## src/rtl/psw_pkg.sv

```systemverilog
package psw_pkg;
  typedef enum logic [1:0] {
    ST_ON   = 2'd0,
    ST_DOWN = 2'd1,
    ST_OFF  = 2'd2,
    ST_UP   = 2'd3
  } seq_state_e;
endpackage

```

## src/rtl/psw_pwm_gen.sv

```systemverilog
module psw_pwm_gen #(
  parameter int CNT_W    = 6,
  parameter int MIN_DUTY = 4
) (
  input  logic             clk,
  input  logic             rst_n,
  input  logic [CNT_W-1:0] duty_i,
  output logic             pwm_n_o
);
  localparam logic [CNT_W-1:0] MIN_D = CNT_W'(MIN_DUTY);

  logic [CNT_W-1:0] cnt_q, cnt_d;
  logic [CNT_W-1:0] duty_eff;
  logic             pwm_n_q, pwm_n_d;

  always_comb begin
    duty_eff = (duty_i < MIN_D) ? MIN_D : duty_i;
    cnt_d    = cnt_q + 1'b1;
    pwm_n_d  = ~(cnt_q < duty_eff);
  end

  always_ff @(posedge clk or negedge rst_n) begin
    if (!rst_n) begin
      cnt_q   <= '0;
      pwm_n_q <= 1'b1;
    end else begin
      cnt_q   <= cnt_d;
      pwm_n_q <= pwm_n_d;
    end
  end

  assign pwm_n_o = pwm_n_q;
endmodule

```

## src/rtl/psw_seq_fsm.sv

```systemverilog
module psw_seq_fsm
  import psw_pkg::*;
#(
  parameter int PH_W      = 8,
  parameter int MIN_PHASE = 16
) (
  input  logic            clk,
  input  logic            rst_n,
  input  logic            dim_en_i,
  input  logic            off_req_i,
  input  logic [PH_W-1:0] phase_d_i,
  input  logic [PH_W-1:0] held_i,
  output seq_state_e      eff_state_o,
  output seq_state_e      state_o
);
  localparam logic [PH_W-1:0] MIN_P = PH_W'(MIN_PHASE);

  seq_state_e state_q, state_d, eff;

  always_comb begin
    eff = state_q;
    if (!dim_en_i && (state_q != ST_ON)) eff = ST_UP;
  end

  always_comb begin
    state_d = eff;
    case (eff)
      ST_ON:   state_d = off_req_i ? ST_DOWN : ST_ON;
      ST_DOWN: state_d = (phase_d_i == MIN_P) ? ST_OFF : ST_DOWN;
      ST_OFF:  state_d = off_req_i ? ST_OFF : ST_UP;
      ST_UP:   state_d = (phase_d_i == held_i) ? ST_ON : ST_UP;
      default: state_d = ST_ON;
    endcase
  end

  always_ff @(posedge clk or negedge rst_n) begin
    if (!rst_n) state_q <= ST_ON;
    else        state_q <= state_d;
  end

  assign eff_state_o = eff;
  assign state_o     = state_q;
endmodule

```

## src/rtl/psw_ramp.sv

```systemverilog
module psw_ramp
  import psw_pkg::*;
#(
  parameter int PH_W      = 8,
  parameter int MIN_PHASE = 16
) (
  input  logic            clk,
  input  logic            rst_n,
  input  seq_state_e      eff_state_i,
  input  logic [PH_W-1:0] reg_level_i,
  input  logic [PH_W-1:0] rate_i,
  output logic [PH_W-1:0] phase_d_o,
  output logic [PH_W-1:0] phase_q_o,
  output logic [PH_W-1:0] held_q_o
);
  localparam logic [PH_W-1:0] MIN_P = PH_W'(MIN_PHASE);

  logic [PH_W-1:0] phase_q, phase_d, held_q;
  logic [PH_W:0]   step_w, floor_w, sum_w;
  logic            phase_en, held_en;

  always_comb begin
    step_w  = (rate_i == '0) ? (PH_W+1)'(1) : {1'b0, rate_i};
    floor_w = {1'b0, MIN_P} + step_w;
    sum_w   = {1'b0, phase_q} + step_w;
    case (eff_state_i)
      ST_ON:   phase_d = reg_level_i;
      ST_DOWN: phase_d = ({1'b0, phase_q} < floor_w) ? MIN_P
                                                     : phase_q - step_w[PH_W-1:0];
      ST_UP:   phase_d = (sum_w >= {1'b0, held_q}) ? held_q : sum_w[PH_W-1:0];
      default: phase_d = phase_q;
    endcase
    phase_en = (eff_state_i != ST_OFF);
    held_en  = (eff_state_i == ST_ON);
  end

  always_ff @(posedge clk or negedge rst_n) begin
    if (!rst_n) begin
      phase_q <= '0;
      held_q  <= '0;
    end else begin
      if (phase_en) phase_q <= phase_d;
      if (held_en)  held_q  <= reg_level_i;
    end
  end

  assign phase_d_o = phase_d;
  assign phase_q_o = phase_q;
  assign held_q_o  = held_q;
endmodule

```

## src/rtl/psw_dim_sequencer.sv

```systemverilog
module psw_dim_sequencer
  import psw_pkg::*;
#(
  parameter int PH_W      = 8,
  parameter int CNT_W     = 6,
  parameter int MIN_PHASE = 16,
  parameter int MIN_DUTY  = 4
) (
  input  logic             clk,
  input  logic             rst_n,
  input  logic             ign_done_i,
  input  logic             fault_i,
  input  logic             master_mode_i,
  input  logic [CNT_W-1:0] duty_i,
  input  logic             dim_n_i,
  input  logic [PH_W-1:0]  reg_level_i,
  input  logic [PH_W-1:0]  rate_i,
  output logic             pwm_n_o,
  output logic [PH_W-1:0]  phase_cmd_o,
  output logic             loop_closed_o
);
  logic [1:0]      rst_sync_q;
  logic            rst_int_n;
  logic            pwm_int_n, dim_sel_n, dim_en, off_req;
  logic [PH_W-1:0] phase_d, phase_q, held_q;
  seq_state_e      eff_state, state_q;

  always_ff @(posedge clk or negedge rst_n) begin
    if (!rst_n) rst_sync_q <= 2'b00;
    else        rst_sync_q <= {rst_sync_q[0], 1'b1};
  end
  assign rst_int_n = rst_sync_q[1];

  psw_pwm_gen #(.CNT_W(CNT_W), .MIN_DUTY(MIN_DUTY)) u_pwm (
    .clk(clk), .rst_n(rst_int_n), .duty_i(duty_i), .pwm_n_o(pwm_int_n)
  );

  assign dim_sel_n = master_mode_i ? pwm_int_n : dim_n_i;
  assign dim_en    = ign_done_i & ~fault_i;
  assign off_req   = dim_en & dim_sel_n;

  psw_seq_fsm #(.PH_W(PH_W), .MIN_PHASE(MIN_PHASE)) u_fsm (
    .clk(clk), .rst_n(rst_int_n), .dim_en_i(dim_en), .off_req_i(off_req),
    .phase_d_i(phase_d), .held_i(held_q),
    .eff_state_o(eff_state), .state_o(state_q)
  );

  psw_ramp #(.PH_W(PH_W), .MIN_PHASE(MIN_PHASE)) u_ramp (
    .clk(clk), .rst_n(rst_int_n), .eff_state_i(eff_state),
    .reg_level_i(reg_level_i), .rate_i(rate_i),
    .phase_d_o(phase_d), .phase_q_o(phase_q), .held_q_o(held_q)
  );

  assign pwm_n_o       = dim_sel_n;
  assign phase_cmd_o   = phase_q;
  assign loop_closed_o = (state_q == ST_ON);
endmodule

```

## config.mk

```make
export PLATFORM = sky130hd
export DESIGN_NAME = psw_dim_sequencer
export DESIGN_NICKNAME = d
export VERILOG_FILES = /design/src/rtl/psw_pkg.sv /design/src/rtl/psw_pwm_gen.sv /design/src/rtl/psw_seq_fsm.sv /design/src/rtl/psw_ramp.sv /design/src/rtl/psw_dim_sequencer.sv
export SDC_FILE = /design/constraint.sdc
export NUM_CORES = 1
export LEC_CHECK = 0
export BUFFER_PORTS_ARGS = -buffer_cell sky130_fd_sc_hd__buf_2
export CORE_AREA = 5 5 73 92
export CTS_CLUSTER_DIAMETER = 60
export CTS_CLUSTER_SIZE = 14
export DETAILED_ROUTE_END_ITERATION = 7
export DIE_AREA = 0 0 78 97
export GPL_TIMING_DRIVEN = 0
export PLACE_DENSITY = 0.77
export SYNTH_ARGS = -nofsm -noshare
export SYNTH_HDL_FRONTEND = slang
export SYNTH_HIERARCHICAL = 1
export SYNTH_SLANG_ARGS = --single-unit
```

## constraint.sdc

```tcl
create_clock -name clk -period 1.53 [get_ports clk]
set_clock_uncertainty 0.1 [all_clocks]
set_input_delay 0.306 -clock clk [delete_from_list [all_inputs] [get_ports clk]]
set_output_delay 0.306 -clock clk [all_outputs]
set_load 0.01 [all_outputs]
```

After elaboration in Yosys (flattened, before gate mapping)
Cells that the tools add are included.
{"block": "totals", "word_cells": 42, "input_bits": 28, "ff_bits": 27, "out_inout_bits": 10}
{"block": "op_classes", "bitwise_logic": 4, "n_eq_ne": 6, "add_sub_neg": 4, "reduce_logical": 6, "magnitude_cmp": 4, "mux": 12}
{"cell": "$mux 8", "count": 3}
{"cell": "$pmux 8 s3", "count": 1}
{"cell": "$add 5x9->9 const A", "count": 1}
{"cell": "$add 8x9->9", "count": 1}
{"cell": "$ge 9x8->1", "count": 1}
{"cell": "$lt 8x9->1", "count": 1}
{"cell": "$eq 8x5->1 const B", "count": 1}
{"cell": "$eq 8x8->1", "count": 1}
{"cell": "$logic_not 8->1", "count": 1}
{"cell": "$pmux 2 s4", "count": 1}
{"cell": "$sub 8x8->8", "count": 1}
{"cell": "$add 6x1->6 const B", "count": 1}
{"cell": "$lt 6x3->1 const B", "count": 1}
{"cell": "$lt 6x6->1", "count": 1}
{"cell": "$mux 2", "count": 3}
{"cell": "$mux 6", "count": 1}
{"cell": "$eq 2x2->1 const B", "count": 2}
{"cell": "$logic_not 2->1", "count": 2}
{"cell": "$mux 1", "count": 3}
{"cell": "$and 1x1->1", "count": 2}
{"cell": "$eq 2x1->1 const B", "count": 1}
{"cell": "$ne 2x2->1 const B", "count": 1}
{"cell": "$not 1->1", "count": 2}
{"cell": "$reduce_bool 2->1", "count": 1}
{"cell": "other kinds (2)", "count": 2}

Depth between registers and ports, before layout
Gate-level depths: netlist of run 1.
{"block": "depth", "word_depth": 10, "depth_mapped": 21}

Hierarchy
Netlist of run 1, hierarchy kept.
{"module": "psw_ramp", "area_per_inst_um2": 1958.1, "seq_area_each_um2": 400.4, "n_inst": 1, "cells_per_inst": 224}
{"module": "psw_pwm_gen", "area_per_inst_um2": 399.1, "seq_area_each_um2": 176.4, "n_inst": 1, "cells_per_inst": 35}
{"module": "psw_seq_fsm", "area_per_inst_um2": 247.7, "seq_area_each_um2": 50.0, "n_inst": 1, "cells_per_inst": 28}
{"module": "psw_dim_sequencer", "area_per_inst_um2": 87.6, "seq_area_each_um2": 50.0, "n_inst": 1, "cells_per_inst": 7}

Least setup slack after synthesis of run 1
No wires, ideal clock.
{"block": "synth_path", "path_kind": "input port to flip-flop", "from": "input rate_i[3]", "to": "register u_fsm.state_q[0] (netlist: u_fsm/state_o[0])", "setup_time_ps": 126, "path_stages": 20, "n_path_buf": 0, "required_time_ps": 1304, "arrival_time_ps": 4610, "slack_ps": -3306, "cell_sequence": "nor4_1 > nand3_1 > nand2b_1 > ha_1 > inv_1 > fa_1 > nor3_4 > nor3_4 > o31ai_4 > xnor2_1 > ha_1 > a21oi_1 > o221ai_1 > a311oi_4 > mux2_4 > mux4_1 > xor2_1 > nor4_1 > nand4_1 > o311a_1"}
{"block": "synth_between", "elab_chain_cells": 9, "word_cells_on_any_way": 15, "classes_between": "3 x add/sub; 2 x order compare; 2 x eq/ne; 7 x mux; 1 x reduce/logical"}
{"element": "from (decl)", "line_no": "psw_dim_sequencer.sv:17", "text": "input logic [PH_W-1:0] rate_i,"}
{"element": "$logic_not 8->1", "line_no": "psw_ramp.sv:23", "text": "step_w = (rate_i == '0) ? (PH_W+1)'(1) : {1'b0, rate_i};"}
{"element": "$mux 8 (*)", "line_no": "psw_ramp.sv:23"}
{"element": "$add 8x9->9 or $add 5x9->9 (tied branches)", "line_no": "psw_ramp.sv:25, psw_ramp.sv:24"}
{"element": "$ge 9x8->1 or $lt 8x9->1 (tied branches)", "line_no": "psw_ramp.sv:30, psw_ramp.sv:28"}
{"element": "$mux 8, on equally long branches", "line_no": "psw_ramp.sv:30, psw_ramp.sv:28"}
{"element": "$pmux 8 s3 (*)", "line_no": "psw_ramp.sv:26", "text": "case (eff_state_i)"}
{"element": "net phase_d[4]", "line_no": "psw_dim_sequencer.sv:25", "text": "logic [PH_W-1:0] phase_d, phase_q, held_q;"}
{"element": "$eq 8x8->1 or $eq 8x5->1 (tied branches)", "line_no": "psw_seq_fsm.sv:31, psw_seq_fsm.sv:29"}
{"element": "$mux 2, on equally long branches", "line_no": "psw_seq_fsm.sv:31, psw_seq_fsm.sv:29"}
{"element": "$pmux 2 s4 (*)", "line_no": "psw_seq_fsm.sv:27", "text": "case (eff)"}
{"element": "net u_fsm.state_d[0]", "line_no": "psw_seq_fsm.sv:18", "text": "seq_state_e state_q, state_d, eff;"}
{"element": "to (signal assigned)", "line_no": "psw_seq_fsm.sv:38", "text": "else state_q <= state_d;"}
{"element": "to (decl)", "line_no": "psw_seq_fsm.sv:18"}
The timed path passes the listed nets; every way through them passes the cells marked *.
A chain may end at the register's enable or synchronous reset.

Worst setup path after layout of run 1
{"block": "layout_path", "from": "input rate_i[3]", "to": "register u_fsm.state_q[1] (netlist: u_fsm/state_o[1])"}
Same word-level chain as after synthesis.

==> results_tabular.tex, run 1 <==
\begin{tabular}{lr}
\hline
Metric & Value \\
\hline
\multicolumn{2}{l}{\textbf{Pwr}} \\
Maximum VDD drop & 0.7942 mV \\
Sum of internal, switching and leakage power & 7299 uW \\
Static power due to leakage & 0.001556 uW \\
Power density relative to cell area & 2187 nW/um\^{}2 \\
\multicolumn{2}{l}{\textbf{Routing}} \\
Average wire length per cell after detail routing & 16.38 um \\
Drt initial violations & 68 \\
Number of remaining DRC errors & 0 \\
Number of nets with antenna violations after detailed routing & 0 \\
Mean number of vias per cell & 5.730 \\
Total vias in the final route & 2401 \\
Total detailed-routing wirelength & 6862 um \\
Router iterations before antenna repair & 4 \\
\multicolumn{2}{l}{\textbf{Setup path}} \\
Endpoint of the worst-slack reg-to-reg timing path & u\_fsm/state\_o[1] \\
Reg2Reg Setup Slack & -2.99 ns \\
Worst Path Buf+Inv & 2 \\
Critical path endpoint category & register \\
Cell repeated most along the worst path & nor3\_4 \\
CP cell instances & buf\_8 > nor4\_4 > nand3\_2 > nand2b\_4 > ha\_4 > inv\_2 > fa\_2 > nor3\_4 > nor3\_4 > o31ai\_4 > xnor2\_2 > ha\_1 > a21oi\_2 > o221ai\_2 > a311oi\_4 > mux2\_4 > mux4\_2 > nor4b\_2 > nand2\_1 > and2b\_2 > o21a\_1 \\
Delay-heaviest family, CP & simple AND/OR/NAND/NOR gates \\
Data arrival time at the worst-slack endpoint & 4.59 ns \\
Longest individual stage delay on the worst path & 0.50 ns \\
Crit path kind & primary input to register \\
WP data required & 1.58 ns \\
Crit-path slowest cell & mux4\_2 \\
Source of the worst register-to-register timing path & u\_ramp/phase\_q\_o[2] \\
Type of origin of the critical path & primary input \\
Critical-path maximum fanout & 3 \\
Number of cell instances on the worst register-to-register path & 16 \\
\multicolumn{2}{l}{\textbf{Layout}} \\
Post-layout net count & 418 \\
Number of standard cells in the final layout excluding fillers & 419 \\
Fillers & 492 \\
Sequential cell area & 678.2 um\^{}2 \\
Area growth, synth to finish & 23.93\% \\
Layout cell share with drive strength beyond 1 & 30.59\% \\
Number of inserted diodes & 0 \\
Area of the multi-input gates & 1982 um\^{}2 \\
Summed area of non-filler cells in the final layout & 3337 um\^{}2 \\
\multicolumn{2}{l}{\textbf{Worst hold path}} \\
Cells on Worst Hold Path & 3 \\
Worst hold path class & primary input to register \\
Hold Path Sink & u\_ramp/held\_q\_o[1] \\
Startpoint of the worst hold path & reg\_level\_i[1] \\
\multicolumn{2}{l}{\textbf{Floorplanning}} \\
Placeable core region & 5702 um\^{}2 \\
Top-level I/O count & 38 \\
Die span in x & 78 um \\
Total die area & 7566 um\^{}2 \\
Initial cell density of the core & 47.22\% \\
Die Ht & 97 um \\
\# rows & 31 \\
\multicolumn{2}{l}{\textbf{Synth}} \\
Number of nets in the synthesized netlist & 358 \\
Post-synthesis cell type with the largest combined area & dfrtp\_1 \\
Synth Register Bits & 27 \\
Post-synthesis cell type count & 55 \\
Top cells by area, synth & dfrtp\_1, ha\_1, xor2\_1 \\
Commonest cells in the synthesized netlist & ha\_1, inv\_1, dfrtp\_1, o21ai\_0, nand2\_1 \\
Most common cell in the synthesized netlist & ha\_1 \\
Number of flops mapped to enable cells by yosys & 0 \\
Share of synthesized area occupied by flip-flops and latches & 25.14\% \\
Post-Syn Instances & 294 \\
Number of warnings reported in the yosys synthesis log & 6 \\
Post-Syn Area & 2693 um\^{}2 \\
Most instantiated flip-flop cell in the synthesis netlist & dfrtp\_1 \\
Avg Inst Size Synth & 9.158 um\^{}2 \\
Async set-or-reset flop fraction in the synthesized netlist & 100.0\% \\
Fraction of post-synthesis cell area in the top cell type by area & 24.16\% \\
\multicolumn{2}{l}{\textbf{STA}} \\
Fin crit period & 4.541 ns \\
Setup repair after global routing missed its margin & true \\
Final period util & 296.8\% \\
Final worst-path setup slack & -3.011 ns \\
Relative slew slack & 31.56\% \\
Final number of max-transition violations & 0 \\
Final Hold Viols & 0 \\
Least-Margin Pin Slew & 1.027 ns \\
Max Clk Rate & 220.2 MHz \\
Final setup violating endpoints & 10 \\
\multicolumn{2}{l}{\textbf{Run status}} \\
Result of the run & complete, but fails checks \\
Violated checks & setup timing \\
\multicolumn{2}{l}{\textbf{Place}} \\
Global placement routability congestion & 0.9500 \\
DP HPWL & 5218 um \\
Count of port buffers added during placement & 37 \\
Post-detailed-placement cell area & 3017 um\^{}2 \\
Count of placed standard cells including taps & 397 \\
Post-Place Setup Slack & -4.194 ns \\
\multicolumn{2}{l}{\textbf{Global routing}} \\
First-pass GRT wire length & 10920 um \\
Remaining Overflow, GRT & 0 \\
Initial antenna violation count & 0 \\
Global routing usage summed across all routing layers & 17.33\% \\
Vias in the first global route & 2488 \\
Pin count of the biggest net entering global routing & 26 \\
\multicolumn{2}{l}{\textbf{Clocking}} \\
Reg clk slew, reported paths & 0.10 ns \\
Clk root buf & clkbuf\_8 \\
Clock latency reported for the late side of the worst-skew pair & 0.27 ns \\
Clock Sink Count & 27 \\
Number of levels in the clock H-tree & 1 \\
CTS tree & built \\
Worst-case clock buffer depth & 2 \\
Num CTS Buffers & 3 \\
\multicolumn{2}{l}{\textbf{Job}} \\
Reported max-cap violation count & 0 \\
\hline
\end{tabular}
==> state kept, by name, indices dropped and copies added (netlist names) <==
register	count
u_pwm/pwm_n_o	1
rst_sync_q	2
u_fsm/state_o	2
u_ramp/phase_q_o	8
u_ramp/held_q_o	8
u_pwm/cnt_q	6
==> layer usage <==
layer  up-vias  GRT usage [%]  wire, um
li1       1180              -         -
met1      1140          20.17      2771
met2        67          31.32      3647
met3        14          2.323       304
met4         0          6.762       139
met5         -              0         0
==> how the worst max path moves through the flow <==
stage	start	end	slack [ns]	depth (start not counted)
after floorplan	rate_i[3]	u_fsm/state_o[1]	-3.26	20
after global placement	rate_i[6]	u_fsm/state_o[1]	-4.14	19
after detailed placement	rate_i[6]	u_fsm/state_o[1]	-4.19	19
after CTS	rate_i[3]	u_fsm/state_o[0]	-2.98	21
after global routing	rate_i[3]	u_fsm/state_o[0]	-3.12	21
final	rate_i[3]	u_fsm/state_o[1]	-3.01	21
==> layout by cell type, fill, tap and decap left out, types with 2 or more instances in the layout <==
cell	n
o21a_1	2
o21ai_1	2
nand3_2	2
inv_1	29
inv_2	3
mux2i_1	8
a21oi_1	12
nor4_2	2
xor2_1	14
a211oi_1	3
nand2b_1	6
buf_8	2
buf_6	2
nor4_4	2
a31oi_1	2
o21ai_0	21
mux2_4	3
nor4_1	2
clkbuf_8	5
nor2_1	10
a21o_1	3
nor3_1	2
o221ai_2	3
ha_1	33
buf_4	18
buf_2	36
o21bai_1	2
nand3_1	10
dfrtp_1	25
mux4_2	2
nor3_4	2
and3_1	2
mux2i_2	4
clkbuf_1	6
xnor2_1	8
nand2_1	15
o221ai_1	10
nor2b_1	3
o211ai_1	3
==> worst reg2reg max path: cells and delay by family (launching register included) <==
family	cells	cell delay, ns
buffers and inverters	1	0.17
AND/OR/NAND/NOR	5	0.82
multiplexers	2	0.84
AO/OA/AOI/OAI	5	1.18
XOR/XNOR	1	0.24
adder cells (fa/ha/maj)	2	0.60
flip-flops	1	0.43
==> final cells by class <==
class,count,share of cell area [%]
sequential,27,20.32
buffer,12,2.437
multi-input combinational,223,59.39
timing repair buffer,55,10.39
tap,66,2.475
inverter,32,3.600
clock buffer,3,1.237
clock inverter,1,0.1500
==> report_power, final <==
part,total [uW],switching (uW),internal (uW)
Sequential,1210,279,935
Clock,404,222,182
Combinational,5680,2990,2690
==> per-stage QoR <==
step / TNS [ns] / utilization (%) / hold slack (ns)
final: -22.44 / 58.53 / 0.1560
after global placement: -34.76 / 52.91 / -0.008451
after floorplan: -24.85 / - / -0.08959
after CTS: -22.71 / 56.99 / 0.1534
after detailed placement: -35.52 / 52.91 / -0.008124
after global routing: -23.62 / 58.53 / 0.1737
==> kinds of logic after synthesis <==
| group | after synthesis | share of synthesized area (%) |
|---|---|---|
| other | 1 | 0.1393 |
| adders and majority gates | 37 | 17.70 |
| and+or+nand+nor | 72 | 15.89 |
| buffers and inverters | 44 | 6.598 |
| DFF | 27 | 25.14 |
| xor gates and xnor gates | 23 | 7.482 |
| AOI/OAI and AO/OA | 73 | 19.10 |
| muxes | 17 | 7.946 |
==> timing repair <==
item / 4_1_cts / 5_1_grt
pin swaps: 16 / 4
endpoints found under the hold margin: 2 / 0
resized for setup: 19 / 15
setup buffers: 14 / 3
hold buffers: 1 / 0
endpoints found under the setup margin: 17 / 16
Note: power is estimated with default switching activity, not from simulation.
==> run 2, diff against run 1 <==
CORE_AREA = 4 4 72 91   (was 5 5 73 92)
DIE_AREA = 0 0 76 95   (was 0 0 78 97)
==> run 2 against run 1 <==
Combinational power rose by 15%. Sequential power about the same. Worst setup slack got worse by 0.034 ns. Non-clock buffer count did not move. The run still ends with setup timing left. Routed wire length rose by 9.4%. Highest routed layer unchanged. Power increased by 12%. Hold slack worse by 0.0075 ns. Flip-flop and latch count unchanged. Die area decreased by 4.6%. Global-route usage up 1.6 points.
==> results_tabular.tex, run 2 (same netlist as run 1, synthesis figures left out) <==
\begin{tabular}{lr}
\hline
Metric & Value \\
\hline
\multicolumn{2}{l}{\textbf{Setup path}} \\
WP data required & 1.60 ns \\
Data arrival time at the worst-slack endpoint & 4.65 ns \\
Critical path endpoint category & register \\
Endpoint of the worst-slack reg-to-reg timing path & u\_fsm/state\_o[0] \\
Source of the worst register-to-register timing path & u\_ramp/phase\_q\_o[2] \\
Crit path kind & primary input to register \\
Reg2Reg Setup Slack & -2.99 ns \\
Longest individual stage delay on the worst path & 0.36 ns \\
CP cell instances & buf\_8 > nor4\_4 > nand3\_2 > nand2b\_4 > ha\_4 > inv\_2 > fa\_2 > nor3\_4 > nor3\_4 > o31ai\_4 > xnor2\_2 > ha\_4 > a21oi\_2 > o221ai\_2 > a311oi\_4 > buf\_6 > buf\_12 > mux2i\_4 > o221ai\_1 > nor4\_2 > nand2\_1 > o311a\_1 \\
Type of origin of the critical path & primary input \\
Crit-path slowest cell & fa\_2 \\
Worst Setup SP & rate\_i[6] \\
Number of cell instances on the worst register-to-register path & 17 \\
Critical-path maximum fanout & 6 \\
\multicolumn{2}{l}{\textbf{Place}} \\
Count of placed standard cells including taps & 397 \\
Count of port buffers added during placement & 37 \\
Post-detailed-placement cell area & 3017 um\^{}2 \\
Global placement routability congestion & 0.9227 \\
DP HPWL & 5365 um \\
\multicolumn{2}{l}{\textbf{Layout}} \\
Area growth, synth to finish & 29.74\% \\
Number of standard cells in the final layout excluding fillers & 419 \\
Layout cell share with drive strength beyond 1 & 35.41\% \\
Summed area of non-filler cells in the final layout & 3493 um\^{}2 \\
Fillers & 450 \\
Most frequent standard cell in the layout excluding fill and tap cells & buf\_2 \\
Area of the multi-input gates & 2087 um\^{}2 \\
Highest-count cells in the layout ignoring fill and taps & buf\_2, ha\_1, inv\_1 \\
Number of inserted diodes & 0 \\
Post-layout net count & 418 \\
Sequential cell area & 678.2 um\^{}2 \\
\multicolumn{2}{l}{\textbf{STA}} \\
Final worst-path setup slack & -3.045 ns \\
Final period util & 299.0\% \\
Fin crit period & 4.575 ns \\
Final number of max-transition violations & 0 \\
Relative slew slack & 31.14\% \\
Least-Margin Pin Slew & 1.033 ns \\
Final setup violating endpoints & 12 \\
Final Hold Viols & 0 \\
Max Clk Rate & 218.6 MHz \\
Setup repair after global routing missed its margin & true \\
\multicolumn{2}{l}{\textbf{Clocking}} \\
Reg clk slew, reported paths & 0.10 ns \\
Number of levels in the clock H-tree & 1 \\
Worst-case clock buffer depth & 2 \\
Clock Sink Count & 27 \\
CTS tree & built \\
Clock latency reported for the late side of the worst-skew pair & 0.28 ns \\
Clk root buf & clkbuf\_8 \\
Num CTS Buffers & 3 \\
\multicolumn{2}{l}{\textbf{Routing}} \\
Drt initial violations & 137 \\
Number of nets with antenna violations after detailed routing & 0 \\
Total detailed-routing wirelength & 7510 um \\
Router iterations before antenna repair & 4 \\
Average wire length per cell after detail routing & 17.92 um \\
Total vias in the final route & 2459 \\
Number of remaining DRC errors & 0 \\
Mean number of vias per cell & 5.869 \\
\multicolumn{2}{l}{\textbf{Pwr}} \\
Maximum VDD drop & 0.9494 mV \\
Static power due to leakage & 0.001598 uW \\
Share of total power in sequential cells & 15.0\% \\
Power density relative to cell area & 2346 nW/um\^{}2 \\
Gate power share & 79.7\% \\
Relative contribution of the clock network to total power & 5.4\% \\
Sw Share & 47.99\% \\
Internal & 4262 uW \\
Switch Pwr & 3932 uW \\
\multicolumn{2}{l}{\textbf{Global routing}} \\
Remaining Overflow, GRT & 0 \\
Vias in the first global route & 2512 \\
Initial antenna violation count & 0 \\
Global routing usage summed across all routing layers & 18.96\% \\
First-pass GRT wire length & 11300 um \\
Pin count of the biggest net entering global routing & 26 \\
\multicolumn{2}{l}{\textbf{Floorplanning}} \\
Die Ht & 95 um \\
\# rows & 31 \\
Total die area & 7220 um\^{}2 \\
Initial cell density of the core & 47.22\% \\
Die span in x & 76 um \\
Placeable core region & 5702 um\^{}2 \\
Top-level I/O count & 38 \\
\multicolumn{2}{l}{\textbf{Run status}} \\
Violated checks & setup timing \\
Result of the run & complete, but fails checks \\
\multicolumn{2}{l}{\textbf{Worst hold path}} \\
Startpoint of the worst hold path & reg\_level\_i[7] \\
Worst hold path class & primary input to register \\
Cells on Worst Hold Path & 3 \\
Hold Path Sink & u\_ramp/held\_q\_o[7] \\
\multicolumn{2}{l}{\textbf{Job}} \\
Reported max-cap violation count & 0 \\
\hline
\end{tabular}
-- run 2: cell count changes in the layout (fill, tap and decap cells not counted), sizes merged --
cell	change
clkinv	-1
clkinvlp	+1
buf	-1
clkbuf	+1
-- run 2: cell type report --
| cell class | count | share of cell area, % |
|---|---|---|
| well taps | 66 | 2.364 |
| inverters | 32 | 3.438 |
| multi-input cells | 223 | 59.74 |
| repair buffers | 55 | 11.28 |
| clock inverters | 1 | 0.2149 |
| flip-flops and latches | 27 | 19.41 |
| plain buffers | 12 | 2.364 |
| clock buffers | 3 | 1.182 |
-- run 2: worst max path at each step --
stage                                   to  cells after the start
final                     u_fsm/state_o[0]                     22
after floorplan           u_fsm/state_o[1]                     20
after global routing      u_fsm/state_o[0]                     22
after CTS                 u_fsm/state_o[1]                     21
after detailed placement  u_fsm/state_o[1]                     19
after global placement    u_fsm/state_o[1]                     19
-- run 2: per-stage QoR --
step / util [%] / setup slack (ns) / hold WS [ns] / power [uW] / TNS [ns]
floorplan: - / -3.259 / -0.08959 / 4823 / -24.85
global placement: 52.91 / -4.139 / -0.008626 / 5699 / -34.82
detailed placement: 52.91 / -4.128 / -0.008306 / 5873 / -34.97
CTS: 57.12 / -2.948 / 0.1528 / 7174 / -22.65
global route: 61.27 / -3.192 / 0.1521 / 8730 / -25.00
finish: 61.27 / -3.045 / 0.1485 / 8194 / -23.44
-- run 2: power by group through the flow --
stage	Clock (uW)	Combinational [uW]	Sequential (uW)
finish	438	6530	1230
global placement	0	4500	1200
global route	474	6990	1260
detailed placement	0	4660	1220
floorplan	0	3630	1200
CTS	446	5520	1210
-- run 2: per-layer routing --
| metal | vias up | part of all wire [%] | global-route usage, % | wire (um) |
|---|---|---|---|---|
| met5 | - | 0 | 0 | 0 |
| met4 | 0 | 4.0 | 9.347 | 298 |
| met3 | 27 | 5.0 | 2.099 | 372 |
| met2 | 94 | 52 | 36.00 | 3912 |
| met1 | 1166 | 39 | 20.71 | 2927 |
| li1 | 1172 | - | - | - |
-- run 2: repair_timing --
item                                   4_1_cts  5_1_grt
gates cloned                                 0        1
pin swaps                                   15        3
setup endpoints to repair                   18       19
resized for setup                           26       39
hold buffers                                 1        0
buffers inserted                             9        7
endpoints found under the hold margin        2        0
-- run 2: worst max-delay path, delay by kind of cell --
kind | cells | cell delay, ns
compound gates | 6 | 1.41
simple gates | 7 | 1.28
fa+ha+maj | 3 | 0.75
buf+inv | 4 | 0.45
mux | 1 | 0.24
xor+xnor | 1 | 0.18
